[config.mk]
export PLATFORM = sky130hd
export DESIGN_NAME = irq_seq_core
export DESIGN_NICKNAME = d
export VERILOG_FILES = /design/src/rtl/isq_pkg.sv /design/src/rtl/isq_sp_step.sv /design/src/rtl/isq_accept.sv /design/src/rtl/isq_wake.sv /design/src/rtl/irq_seq_core.sv
export SDC_FILE = /design/constraint.sdc
export NUM_CORES = 1
export LEC_CHECK = 0
export BUFFER_PORTS_ARGS = -buffer_cell sky130_fd_sc_hd__buf_2
export CORE_AREA = 2 2 105 107
export CTS_CLUSTER_SIZE = 14
export DETAILED_ROUTE_END_ITERATION = 16
export DIE_AREA = 0 0 107 109
export PLACE_DENSITY = 0.77
export SLEW_MARGIN = 30
export SYNTH_ARGS = -nofsm -noshare
export SYNTH_HDL_FRONTEND = slang
export SYNTH_SLANG_ARGS = --single-unit
[constraint.sdc]
create_clock -name clk -period 3.4 [get_ports clk]
set_input_delay 0.34 -clock clk [delete_from_list [all_inputs] [get_ports clk]]
set_output_delay 0.34 -clock clk [all_outputs]
set_load 0.1 [all_outputs]
[src/rtl/isq_pkg.sv]
package isq_pkg;
    typedef enum logic [3:0] {
        S_IDLE,
        S_WAKE,
        S_PUSH_PC,
        S_PUSH_SR,
        S_ACK_CLR,
        S_FETCH_VEC,
        S_LOAD_PC,
        S_POP_SR,
        S_POP_PC
    } isq_state_e;
endpackage

[src/rtl/isq_sp_step.sv]
// Stack pointer neighbours: one word below and one word above.
module isq_sp_step #(
    parameter int DW = 16
) (
    input  logic [DW-1:0] sp,
    output logic [DW-1:0] sp_dn,
    output logic [DW-1:0] sp_up
);
    localparam logic [DW-1:0] WORD_STEP = {{(DW-2){1'b0}}, 2'b10};

    always_comb begin
        sp_dn = sp - WORD_STEP;
        sp_up = sp + WORD_STEP;
    end
endmodule

[src/rtl/isq_accept.sv]
// Decides whether a return or an interrupt entry starts in this cycle.
module isq_accept (
    input  logic idle,
    input  logic boundary,
    input  logic clk_stopped,
    input  logic irq_req,
    input  logic reti_cmd,
    input  logic gie,
    output logic take_ret,
    output logic take_irq
);
    always_comb begin
        take_ret = idle && boundary && reti_cmd && !clk_stopped;
        take_irq = idle && !take_ret && irq_req && gie
                   && (boundary || clk_stopped);
    end
endmodule

[src/rtl/isq_wake.sv]
// Core clock enable: running during any sequence, otherwise set by low-power field.
module isq_wake #(
    parameter int LP_W = 4
) (
    input  logic            busy,
    input  logic [LP_W-1:0] lp_field,
    output logic            clk_run
);
    generate
        if (LP_W == 0) begin : g_no_lp
            assign clk_run = 1'b1;
        end else begin : g_lp
            assign clk_run = busy || (lp_field == '0);
        end
    endgenerate
endmodule

[src/rtl/irq_seq_core.sv]
module irq_seq_core #(
    parameter int             DW       = 16,
    parameter int             GIE_BIT  = 3,
    parameter int             LP_LSB   = 4,
    parameter int             LP_W     = 4,
    parameter logic [DW-1:0]  RESET_PC = 16'h0100,
    parameter logic [DW-1:0]  RESET_SP = 16'h0080
) (
    input  logic          clk,
    input  logic          rst_n,
    input  logic          insn_boundary,
    input  logic          reti_cmd,
    input  logic          irq_req,
    input  logic [DW-1:0] irq_vec_addr,
    output logic          irq_ack,
    input  logic          core_upd,
    input  logic [DW-1:0] core_pc,
    input  logic [DW-1:0] core_sr,
    input  logic [DW-1:0] core_sp,
    output logic [DW-1:0] pc_out,
    output logic [DW-1:0] sr_out,
    output logic [DW-1:0] sp_out,
    output logic          busy,
    output logic          clk_run,
    output logic [DW-1:0] mem_addr,
    output logic          mem_we,
    output logic          mem_re,
    output logic [DW-1:0] mem_wdata,
    input  logic [DW-1:0] mem_rdata
);
    import isq_pkg::*;

    typedef struct packed {
        isq_state_e    st;
        logic [DW-1:0] pc;
        logic [DW-1:0] sr;
        logic [DW-1:0] sp;
        logic [DW-1:0] vec_addr;
        logic [DW-1:0] vec_word;
    } isq_regs_t;

    isq_regs_t     r_q, r_d;
    logic [DW-1:0] sp_dn, sp_up;
    logic          take_ret, take_irq;
    logic          idle;

    assign idle   = (r_q.st == S_IDLE);
    assign busy   = !idle;
    assign pc_out = r_q.pc;
    assign sr_out = r_q.sr;
    assign sp_out = r_q.sp;

    isq_sp_step #(.DW(DW)) u_sp (
        .sp    (r_q.sp),
        .sp_dn (sp_dn),
        .sp_up (sp_up)
    );

    isq_wake #(.LP_W(LP_W)) u_wake (
        .busy     (busy),
        .lp_field (r_q.sr[LP_LSB +: LP_W]),
        .clk_run  (clk_run)
    );

    isq_accept u_acc (
        .idle        (idle),
        .boundary    (insn_boundary),
        .clk_stopped (!clk_run),
        .irq_req     (irq_req),
        .reti_cmd    (reti_cmd),
        .gie         (r_q.sr[GIE_BIT]),
        .take_ret    (take_ret),
        .take_irq    (take_irq)
    );

    always_comb begin
        r_d       = r_q;
        mem_addr  = '0;
        mem_we    = 1'b0;
        mem_re    = 1'b0;
        mem_wdata = '0;
        irq_ack   = 1'b0;
        case (r_q.st)
            S_IDLE: begin
                if (take_ret) begin
                    r_d.st = S_POP_SR;
                end else if (take_irq) begin
                    r_d.st = S_WAKE;
                end else if (core_upd) begin
                    r_d.pc = core_pc;
                    r_d.sr = core_sr;
                    r_d.sp = core_sp;
                end
            end
            S_WAKE: begin
                r_d.st = S_PUSH_PC;
            end
            S_PUSH_PC: begin
                mem_we    = 1'b1;
                mem_addr  = sp_dn;
                mem_wdata = r_q.pc;
                r_d.sp    = sp_dn;
                r_d.st    = S_PUSH_SR;
            end
            S_PUSH_SR: begin
                mem_we    = 1'b1;
                mem_addr  = sp_dn;
                mem_wdata = r_q.sr;
                r_d.sp    = sp_dn;
                r_d.st    = S_ACK_CLR;
            end
            S_ACK_CLR: begin
                irq_ack      = 1'b1;
                r_d.sr       = '0;
                r_d.vec_addr = irq_vec_addr;
                r_d.st       = S_FETCH_VEC;
            end
            S_FETCH_VEC: begin
                mem_re       = 1'b1;
                mem_addr     = r_q.vec_addr;
                r_d.vec_word = mem_rdata;
                r_d.st       = S_LOAD_PC;
            end
            S_LOAD_PC: begin
                r_d.pc = r_q.vec_word;
                r_d.st = S_IDLE;
            end
            S_POP_SR: begin
                mem_re   = 1'b1;
                mem_addr = r_q.sp;
                r_d.sr   = mem_rdata;
                r_d.sp   = sp_up;
                r_d.st   = S_POP_PC;
            end
            S_POP_PC: begin
                mem_re   = 1'b1;
                mem_addr = r_q.sp;
                r_d.pc   = mem_rdata;
                r_d.sp   = sp_up;
                r_d.st   = S_IDLE;
            end
            default: r_d.st = S_IDLE;
        endcase
    end

    always_ff @(posedge clk) begin
        if (!rst_n) begin
            r_q.st       <= S_IDLE;
            r_q.pc       <= RESET_PC;
            r_q.sr       <= '0;
            r_q.sp       <= RESET_SP;
            r_q.vec_addr <= '0;
            r_q.vec_word <= '0;
        end else begin
            r_q <= r_d;
        end
    end
endmodule

==> results of run 1 <==
## logic make-up after synthesis
family,Yosys count,share of synthesized area [%]
AOI/OAI and AO/OA,197,27.4
adders and majority gates,2,0.490
xor gates and xnor gates,8,1.37
muxes,17,3.33
and+or+nand+nor,239,21.3
DFF,84,32.9
buffers and inverters,119,13.2
## final cells by class
| type | instances | area [um^2] | area share [%] |
|---|---|---|---|
| clock inverter | 4 | 55.1 | 0.902 |
| tap | 140 | 175 | 2.87 |
| timing repair buffer | 184 | 1200 | 19.6 |
| clock buffer | 12 | 165 | 2.71 |
| multi-input combinational | 463 | 2780 | 45.6 |
| inverter | 11 | 45.0 | 0.738 |
| sequential | 84 | 1680 | 27.6 |
## repair_timing
action                     CTS  global route
setup endpoints to repair    8             2
resized for setup            1             2
pin swaps                    0             0
## placed cells by master, fill, tap and decap left out, types with 6 or more instances in the layout
master / n
sky130_fd_sc_hd__a211oi_1: 16
sky130_fd_sc_hd__a21oi_1: 48
sky130_fd_sc_hd__a221o_1: 6
sky130_fd_sc_hd__a22oi_1: 38
sky130_fd_sc_hd__a311oi_1: 15
sky130_fd_sc_hd__buf_12: 16
sky130_fd_sc_hd__buf_2: 154
sky130_fd_sc_hd__buf_4: 14
sky130_fd_sc_hd__clkbuf_8: 12
sky130_fd_sc_hd__dfxtp_1: 83
sky130_fd_sc_hd__inv_1: 8
sky130_fd_sc_hd__mux2i_1: 17
sky130_fd_sc_hd__nand2_1: 109
sky130_fd_sc_hd__nand3_1: 11
sky130_fd_sc_hd__nand4_1: 6
sky130_fd_sc_hd__nor2_1: 68
sky130_fd_sc_hd__nor3_1: 7
sky130_fd_sc_hd__nor4_1: 7
sky130_fd_sc_hd__o21ai_0: 19
sky130_fd_sc_hd__o21ai_1: 9
## routing by layer
layer / vias to the layer above / track usage [%] / share of wire, %
li1: 2526 / - / -
met1: 2491 / 38.2 / 44
met2: 244 / 41.7 / 46
met3: 23 / 5.50 / 8.3
met4: 0 / 11.2 / 2.1
met5: - / 0 / 0
## registers in the layout, summed over array words and instances (netlist names)
name / cells
pc_out: 16
r_q: 36
sp_out: 16
sr_out: 16
## critical path, delay by kind of cell (launching register included)
family,cells,cell delay [ns]
flops,1,0.57
buf+inv,2,0.67
compound gates,3,0.68
simple gates,1,0.59
## final timing paths
path | startpoint | end | cells after the start
max | r_q[82] | mem_addr[13] | 6
min | irq_vec_addr[0] | r_q[16] | 3
max reg2reg | r_q[83] | sr_out[1] | 8
min reg2reg | r_q[21] | r_q[21] | 2
## metrics by stage
stage          hold slack [ns]  setup slack [ns]  area, um^2  TNS, ns
5_1_grt                  0.205            0.0304        6100        0
6_report                 0.210             0.195        6100        0
3_3_place_gp             0.441             0.310        5880        0
3_5_place_dp             0.448             0.106        5880        0
2_1_floorplan            0.436            -0.472        5110    -1.03
4_1_cts                  0.203            0.0629        6100        0
==> metrics list, run 1 <==
- Number of nets produced by synthesis: 754
* Number of max-slew violations in the final report: 0
- Final WL: 16.1 mm
- Required time reported for the critical path endpoint: 3.06 ns
- Across the routed clock network, the largest skew measured is 0.00969 ns.
* Vias in the first global route: 4897
* Clock latency on the worst-skew pair: 0.36 ns
* Kind of path behind the tightest hold check: primary input to flop
- Number of enable-type register cells in the synthesized netlist: 0
- For this run, the total global-route usage over all layers was measured as 27.5%.
- Area enclosed by the die boundary: 0.0117 mm^2
- sky130_fd_sc_hd__nand2_1 is the most common cell in the netlist.
- Result of the run: completed
- STA classifies the critical path endpoint as an output pin.
* Port buffer count: 170
* Top cell type's share of synthesized area: 32.9%
* Slew at the pin closest to its max-slew limit: 0.855 ns
- The area growth from synthesis to layout is 19.5%.
- Pin placement for this block handled 171 I/O pins.
* Number of H-tree branching levels: 3
- Post-synth cell types: 69
- Synth top area cells: sky130_fd_sc_hd__dfxtp_1 33%, sky130_fd_sc_hd__nand2_1 8.0%, sky130_fd_sc_hd__buf_4 7.2%
- The worst setup path is of the flop to output pin kind.
- For this run, the detailed router's first-pass iteration total came to 5.
* Layout net count: 841
- Relative slew margins: 42.9%
* Fin util: 57.6%
- Cell total after placement: 882
* Final hold viol count: 0
- Global routing finished with a remaining overflow of 0.
- In this run the deepest clock path goes through 2 buffers.
- The floorplan step defined a core boundary enclosing 0.0106 mm^2.
- For flop-to-flop paths, the worst setup slack is 0.67 ns.
- Proportion of layout cells with a drive suffix above 1: 29.2%
- A synthesized cell averages 7.67 um^2.
* Largest area contributor in the synthesized netlist: sky130_fd_sc_hd__dfxtp_1
- At the worst endpoint, the arrival time is 2.87 ns.
- Clock tree from TritonCTS: done
* Final cycle utilization of the critical path: 94.3%
* Number of CTS-inserted buffers: 9
- Post-CTS timing repair inserted 0 buffers for setup.
- Antenna violations before repair: 0
- Post-synthesis instance total: 666
- Timing would allow up to 312 MHz.
- In this design, the stage delay of the slowest critical-path cell is 0.59 ns.
* Number of violations reported at the end of detailed-routing iteration 0: 459
* Number of vias per cell after detailed routing: 5.88
* Kind of start point of the critical path: flop
- Die extent in x: 107 um
- After synthesis the netlist holds a flip-flop and latch count of 84.
- Critical path, cell by cell: or3b_2, clkinvlp_4, o21ai_1, a21boi_0, a221o_1, buf_12
- The largest individual stage delay along the critical path comes from the cell sky130_fd_sc_hd__or3b_2.
* Filler cells: 1013
- Max-cap violations in this run came to 0.
- Cell Count, Final, Fillers Out: 898
- Detail Route Antenna Nets: 0
* Residual DRC count: 0
* Avg WL per Cell: 17.9 um
- For this configuration, the core starts out at a cell density of 48.2%.
* Critical path peak fanout: 19
- CTS Hold Buffers Added: 0
* Post-route minimum period: 3.21 ns
- Share of the yosys chip area belonging to registers: 32.9%
- At the end of routability-driven placement, the weighted congestion stood at 0.952.
* Post-synthesis async set-or-reset flop share: 0%
* Clock root buffer: sky130_fd_sc_hd__clkbuf_8
* Post-synth top cells: 109 x sky130_fd_sc_hd__nand2_1, 84 x sky130_fd_sc_hd__dfxtp_1, 68 x sky130_fd_sc_hd__nor2_1
- First-pass GRT wire length: 25.1 mm
* Number of standard-cell rows in the floorplan: 38
* Pin count of the biggest net entering global routing: 42
* Netlist area before placement: 0.00511 mm^2
- The clock drives 84 sinks.
* Half-perimeter wire length of the detailed placement result: 11.4 mm
- 0 antenna diodes ended up in the layout.
- For this run, the leading register cell type out of synthesis is sky130_fd_sc_hd__dfxtp_1.
- The die is 109 um tall.
- Setup violations remaining at the end of the flow were counted as 0.
- Clock-pin slew was measured on the worst setup and hold paths at 0.09 ns.
- Summing over every cut layer, the via total after detailed routing is 5284.
- Unrepaired setup endpoints after global routing: false
* Count of synthesis-stage warnings from yosys: 0
Power of run 1 is left out: the tool's default activity adds up to more than one toggle a clock period on the data nets, which glitch-free logic cannot reach.
==> inputs of run 2 (changes only) <==
--- a/config.mk
+++ b/config.mk
@@ -6,11 +6,12 @@
 export NUM_CORES = 1
 export LEC_CHECK = 0
 export BUFFER_PORTS_ARGS = -buffer_cell sky130_fd_sc_hd__buf_2
-export CORE_AREA = 2 2 105 107
+export CORE_AREA = 2 2 100 102
 export CTS_CLUSTER_SIZE = 14
 export DETAILED_ROUTE_END_ITERATION = 16
-export DIE_AREA = 0 0 107 109
-export PLACE_DENSITY = 0.77
+export DIE_AREA = 0 0 102 104
+export PLACE_DENSITY = 0.84
+export REMOVE_ABC_BUFFERS = 1
 export SLEW_MARGIN = 30
 export SYNTH_ARGS = -nofsm -noshare
 export SYNTH_HDL_FRONTEND = slang
==> constraint.sdc (replaced) <==
create_clock -name clk -period 3.4 [get_ports clk]
set_input_delay 0 -clock clk [delete_from_list [all_inputs] [get_ports clk]]
set_output_delay 0 -clock clk [all_outputs]
set_load 0.1 [all_outputs]
==> run 2 against run 1 <==
Effect of this change: first-iteration DRC count is 23% lower; sequential cell count stayed put; hold slack worse by 0.19 ns; via count is 8.3% higher; critical path depth stayed put; critical endpoint unchanged; sequential share of layout area is 2.1 points lower; clock skew is 0.0034 ns higher; maximum frequency is 2.3% higher; worst setup slack better by 0.071 ns.
==> metrics list, run 2 (synthesis results as in run 1) <==
- Result of the run: completed
* Number of clock sinks seen by CTS: 84 (unchanged)
* Initial core utilization: 53.5% (+5.3 points)
- The number of CTS-inserted buffers was 9 (unchanged).
* Final cycle utilization of the critical path: 92.2% (-2.1 points)
* Grt ovf: 0 (unchanged)
* Height of the die: 104 um (-4.6%)
- The detailed-route via count is 5725 (+8.3%).
* Layout overhead on the synthesized area: 29.5%
- The final clock skew was 0.0131 ns (+0.00342 ns).
- First-pass GRT wire length: 27.3 mm (+8.8%)
* Startpoint of the worst setup timing path: r_q[82]
- Half-perimeter wire length of the detailed placement result: 11.3 mm (-0.88%)
- Number of violations reported at the end of detailed-routing iteration 0: 354 (-23%)
* Global-route usage over all layers: 31.9% (+4.5 points)
- Most common cell after layout, fill and taps aside: sky130_fd_sc_hd__buf_2
- The normalized max-slew margin came to 37.8% (-5.1 points).
* Avg WL per Cell: 18.1 um (+1.0%)
- Final RePlAce weighted congestion: 0.931 (-2.1%)
* Peak per-stage delay on the critical path: 0.65 ns (+0.06 ns)
* Residual DRC count: 0 (unchanged)
- Post-route minimum period: 3.13 ns (-0.0712 ns)
- Layout net count: 899 (+6.9%)
- The number of vias per cell after detailed routing is 6.03 (+2.5%).
* Clock-pin slew on the worst setup and hold paths: 0.10 ns (about the same)
- STA classifies the critical path startpoint as a flop.
* Wire length on met2: 8.19 mm (+11%)
- The core box area was 0.00955 mm^2 (-9.9%).
* Setup violations, final: 0 (unchanged)
- The top fanout value on the critical path was 17 (-2).
- Required time reported for the critical path endpoint: 3.40 ns (+0.34 ns)
* Number of post-CTS setup repair buffers: 0 (unchanged)
- Cell with the biggest individual delay on the critical path: sky130_fd_sc_hd__or3b_1
- Kind of path behind the tightest hold check: primary input to flop
- The number of antenna violations at the first check in global routing came to 0 (unchanged).
- Met3 WL post-DR: 1.77 mm (+33%)
- Unrepaired setup endpoints after global routing: false
* Clock root buffer: sky130_fd_sc_hd__clkbuf_8
- The number of global-route vias before repair came to 5628 (+15%).
- The antenna violation net count after detailed routing is 0 (unchanged).
- The critical path in this run is classified as flop to output pin.
- Number of placed I/O pins: 171 (unchanged)
- TritonCTS built the clock tree.
- Final WL: 17.1 mm (+6.8%)
- The startpoint identified for the worst hold timing path is core_sr[14].
- The worst-case clock buffer depth was 2 (unchanged).
- Final hold slack: 0.0187 ns (-0.191 ns)
- Drt first pass iters: 6 (+1)
- Final hold viol count: 0 (unchanged)
- Number of standard-cell rows in the floorplan: 36 (-5.3%)
- The worst-skew pair later-pin latency was 0.35 ns (about the same).
* Most frequent cells in the layout: 154 x sky130_fd_sc_hd__buf_2, 109 x sky130_fd_sc_hd__nand2_1, 84 x sky130_fd_sc_hd__dfxtp_1, 68 x sky130_fd_sc_hd__nor2_1, 56 x sky130_fd_sc_hd__dlygate4sd3_1
- The critical path goes through or3b_1, clkinv_1, o21ai_1, a21boi_0, a221o_1, buf_12.
* Proportion of layout cells with a drive suffix above 1: 26.6% (-2.6 points)
- Area enclosed by the die boundary: 0.0106 mm^2 (-9.0%)
* Flip-flop count of the largest register after layout: 36 (unchanged)
* Arrival time at the worst endpoint: 3.13 ns (+0.26 ns)
- The antenna diode instance count came to 0 (unchanged).
- Pin count of the biggest net entering global routing: 44 (+4.8%)
* Number of H-tree branching levels: 3 (unchanged)
- The setup TNS is 0 ns (unchanged).
- More flip-flops sit in one register than any other, and that register is r_q.
* Die extent in x: 102 um (-4.7%)
- After detailed routing, no signal wire sits above met4.
* Max Cap Violations: 0 (unchanged)
- The final-report max-slew violation count came to 0 (unchanged).
- The total of buffers placed on input and output ports is 170 (unchanged).
- In this run the critical register-to-register path is launched from r_q[83].
- CP endpoint kind: output pin
- Met1 wire length: 6.64 mm (-5.3%)
- Slew at the pin closest to its max-slew limit: 0.931 ns (+0.0762 ns)
* Max Fclk: 319 MHz (+2.3%)
-- run 2: cell type report --
| cell class | instances | area [um^2] |
|---|---|---|
| fill | 795 | 2940 |
| multi-input combinational | 463 | 2780 |
| timing repair buffer | 242 | 1770 |
| sequential | 84 | 1680 |
| tap | 133 | 166 |
| clock buffer | 10 | 128 |
| clock inverter | 6 | 47.5 |
| inverter | 11 | 41.3 |
-- run 2: layer usage --
| metal | global-route usage [%] | vias to the layer above |
|---|---|---|
| li1 | - | 2638 |
| met1 | 40.3 | 2651 |
| met2 | 52.3 | 384 |
| met3 | 5.85 | 52 |
| met4 | 14.9 | 0 |
| met5 | 0 | - |
-- run 2: worst paths after layout --
| kind | slack (ns) | depth (start not counted) | end |
|---|---|---|---|
| worst max-delay path | 0.27 | 6 | mem_addr[13] |
| worst min-delay path | 0.02 | 3 | sr_out[14] |
| worst max register to register | 0.67 | 8 | sr_out[15] |
| worst min register to register | 0.46 | 2 | r_q[8] |
-- run 2: critical path: cells and delay by family (launching register included) --
family	cells	cell delay (ns)
DFF	1	0.59
AOI/OAI and AO/OA	3	0.72
buffers and inverters	2	0.82
and+or+nand+nor	1	0.65
-- run 2: timing repair --
item / in CTS / in global routing
gates resized for setup: 0 / 0
hold buffers: 56 / 0
endpoints found under the hold margin: 56 / 0
-- run 2: per-stage QoR --
step / std cells / area, um^2 / util (%) / worst slack, ns
global placement: 877 / 5880 / 61.5 / 0.825
floorplan: 558 / 4480 / - / -1.21
global route: 949 / 6610 / 69.2 / 0.0863
CTS: 949 / 6610 / 69.2 / 0.288
finish: 949 / 6610 / 69.2 / 0.266
detailed placement: 877 / 5880 / 61.5 / 0.669
Power of run 2 is left out for the same reason.
==> inputs of run 3 (changes only) <==
--- a/config.mk
+++ b/config.mk
@@ -6,11 +6,11 @@
 export NUM_CORES = 1
 export LEC_CHECK = 0
 export BUFFER_PORTS_ARGS = -buffer_cell sky130_fd_sc_hd__buf_2
-export CORE_AREA = 2 2 100 102
+export CORE_AREA = 3 3 105 107
 export CTS_CLUSTER_SIZE = 14
 export DETAILED_ROUTE_END_ITERATION = 16
-export DIE_AREA = 0 0 102 104
-export PLACE_DENSITY = 0.84
+export DIE_AREA = 0 0 108 110
+export PLACE_DENSITY = 0.79
 export REMOVE_ABC_BUFFERS = 1
 export SLEW_MARGIN = 30
 export SYNTH_ARGS = -nofsm -noshare
==> constraint.sdc (replaced) <==
create_clock -name clk -period 3.6 [get_ports clk]
set_input_delay 0 -clock clk [delete_from_list [all_inputs] [get_ports clk]]
set_output_delay 0 -clock clk [all_outputs]
set_load 0.1 [all_outputs]
==> run 3 against run 2 <==
Effect of this change: register-to-register slack lost 0.26 ns; critical path depth grew 1; non-clock buffer count grew 8; die area grew 12%; design area grew 1.7%; clock-buffer cell count shrank 1; hold slack lost 0.0086 ns; utilization shrank 3.5 points; sequential cell count is the same; final cell count grew 1.2%; worst setup slack gained 0.14 ns; critical path type is now flop to flop; largest cell class unchanged.
==> metrics list, run 3 (synthesis results as in run 1) <==
- Critical path peak fanout: 20 (+3)
* Clock tree from TritonCTS: done
- Number of cells traversed by the worst register-to-register path: 7 (-1)
- The number of fillers in the final layout was 828 (+4.2%).
- Post-route clock skew: 0.0178 ns (+0.00471 ns)
- Residual DRC count: 0 (unchanged)
- The aggregate routed wire length came to 17.2 mm (+0.22%).
- STA classifies the critical path startpoint as a flop.
- The worst-case clock buffer depth came to 2 (unchanged).
* Number of violations reported at the end of detailed-routing iteration 0: 394 (+11%)
- Number of CTS-inserted buffers: 9 (unchanged)
- Crit path setup slack, layout: 0.409 ns (+0.143 ns)
* Ant diodes: 0 (unchanged)
- The area enclosed by the die boundary is 0.0119 mm^2 (+12%).
- For this design, the slowest cell found on the critical path is sky130_fd_sc_hd__or3b_1.
* Fin util: 65.8% (-3.5 points)
- The global-route usage over all layers is 28.6% (-3.3 points).
- Result of the run: completed
- Height of the die: 110 um (+5.8%)
- The antenna violation net count after detailed routing is 0 (unchanged).
* Placement Setup Slack: 0.882 ns (+0.213 ns)
* Most frequent cells in the layout: 154 x sky130_fd_sc_hd__buf_2, 109 x sky130_fd_sc_hd__nand2_1, 84 x sky130_fd_sc_hd__dfxtp_1, 68 x sky130_fd_sc_hd__nor2_1, 64 x sky130_fd_sc_hd__dlygate4sd3_1
- Kind of path behind the tightest hold check: primary input to flop
- Layout overhead on the synthesized area: 31.8%
- Pin count of the biggest net entering global routing: 53 (+20%)
* Final RePlAce weighted congestion: 0.904 (-3.0%)
- The final-report max-slew violation count is 0 (unchanged).
* Core Footprint: 0.0102 mm^2 (+7.1%)
* Vias in the first global route: 5554 (-1.3%)
* Post-route minimum period: 3.19 ns
- Ranked by flip-flop count, first place goes to r_q.
- The clock-pin slew of the registers on the worst-case setup and hold paths is 0.10 ns (about the same).
- Antenna violations before repair: 0 (unchanged)
* Cell count along the critical path: 7 (+1)
* Max Fclk: 313 MHz
* Final cycle utilization of the critical path: 88.7%
- Peak per-stage delay on the critical path: 0.68 ns (+0.03 ns)
- The critical path goes through or3b_1, clkinv_1, buf_4, o2bb2ai_1, o21ai_1, o211ai_1, dlygate4sd3_1.
- The share of layout cells above drive strength 1 is 26.5% (-0.14 points).
* Unrepaired setup endpoints after global routing: false
- WS Path Type: flop to flop
- The number of maximum-capacitance violations is 0 (unchanged).
- Port buffer count: 170 (unchanged)
- Number of post-CTS setup repair buffers: 0 (unchanged)
- The initial core utilization came to 49.9% (-3.6 points).
- The normalized max-slew margin came to 46.3% (+8.5 points).
* Most common cell after layout, fill and taps aside: sky130_fd_sc_hd__buf_2
- The sum of net half-perimeters after detailed placement came to 12.0 mm (+6.0%).
- Placed instance area: 0.00588 mm^2 (about the same)
* Die extent in x: 108 um (+5.9%)
- Avg WL per Cell: 17.9 um (-0.93%)
* Layout net count: 907 (+0.89%)
* Setup violations, final: 0 (unchanged)
* Number of cells upsized or downsized after cts: 0 (unchanged)
* Required time reported for the critical path endpoint: 3.84 ns (+0.44 ns)
* Number of clock sinks seen by CTS: 84 (unchanged)
- Number of placed I/O pins: 171 (unchanged)
* Number of standard-cell rows in the floorplan: 37 (+2.8%)
- The depth of the CTS H-tree came to 3 (unchanged).
- The wire length of the first global-routing pass came to 27.2 mm (-0.56%).
* Clock root buffer: sky130_fd_sc_hd__clkbuf_8
- Among cell families on the critical path, the largest total delay comes from buffers and inverters.
- Instance count along the most critical hold path: 3 (unchanged)
* Final hold viol count: 0 (unchanged)
- The number of flip-flops under the largest register name came to 36 (unchanged).
* Final hold slack: 0.0102 ns (-0.00859 ns)
- Grt ovf: 0 (unchanged)
- The number of optimization iterations in the first detailed-route pass was 5 (-1).
* Buffering stage count on the worst path with inverters included: 3 (+1)
- The worst-skew pair later-pin latency came to 0.36 ns (about the same).
- The detailed-route via count came to 5685 (-0.70%).
- The slew at the pin with the worst max-slew slack came to 0.804 ns (-0.127 ns).
- CP endpoint kind: flop
- The number of vias per cell after detailed routing came to 5.92 (-1.8%).
- Post-Layout Inst Area: 0.00673 mm^2 (+1.7%)
- Arrival time at the worst endpoint: 3.43 ns (+0.30 ns)
==> run 3: changes by cell type in the layout (fill, tap and decap cells not counted), sizes merged <==
cell	change
dlygate4sd3	+8
clkinv	-2
inv	+2
bufinv	+1
clkbuf	-1
==> run 3: worst reg2reg max path, cell delays in order, from the launching register on <==
cell,delay (ns)
sky130_fd_sc_hd__dfxtp_1,0.62
sky130_fd_sc_hd__or3b_1,0.68
sky130_fd_sc_hd__clkinv_1,0.54
sky130_fd_sc_hd__buf_4,0.31
sky130_fd_sc_hd__o2bb2ai_1,0.13
sky130_fd_sc_hd__o21ai_1,0.12
sky130_fd_sc_hd__o211ai_1,0.10
sky130_fd_sc_hd__dlygate4sd3_1,0.59
==> run 3: what timing repair did <==
item,CTS,global route
endpoints found under the hold margin,63,0
hold buffers,64,0
setup endpoints to repair,0,0
==> run 3: layout make-up <==
cell class	count	area (um^2)	share of cell area (%)
Multi-Input combinational cell	463	2780	41.3
Clock buffer	9	124	1.84
Tap cell	136	170	2.53
Timing Repair Buffer	250	1850	27.5
Sequential cell	84	1680	25.0
Clock inverter	7	82.6	1.23
Inverter	11	41.3	0.614
==> run 3: through the flow <==
stage	setup TNS (ns)	std cells
final	0	960
after global routing	0	960
after CTS	0	960
after detailed placement	0	880
after global placement	0	880
after floorplan	-9.68	558
==> run 3: path summary, 6_finish.rpt <==
path	from	end	slack (ns)
setup / recovery	r_q[82]	sp_out[7]	0.41
hold / removal	core_sr[8]	sr_out[8]	0.01
setup reg to reg	r_q[82]	sp_out[7]	0.41
hold reg to reg	r_q[28]	r_q[28]	0.46
==> run 3: layer usage <==
metal  track usage (%)  routed length (um)  up-vias
met5                 0                   0        -
met1              33.1                6380     2643
met3              4.25                1730       43
met2              53.0                8570      338
li1                  -                   -     2661
met4              11.4                 506        0
Power of run 3 is left out for the same reason.
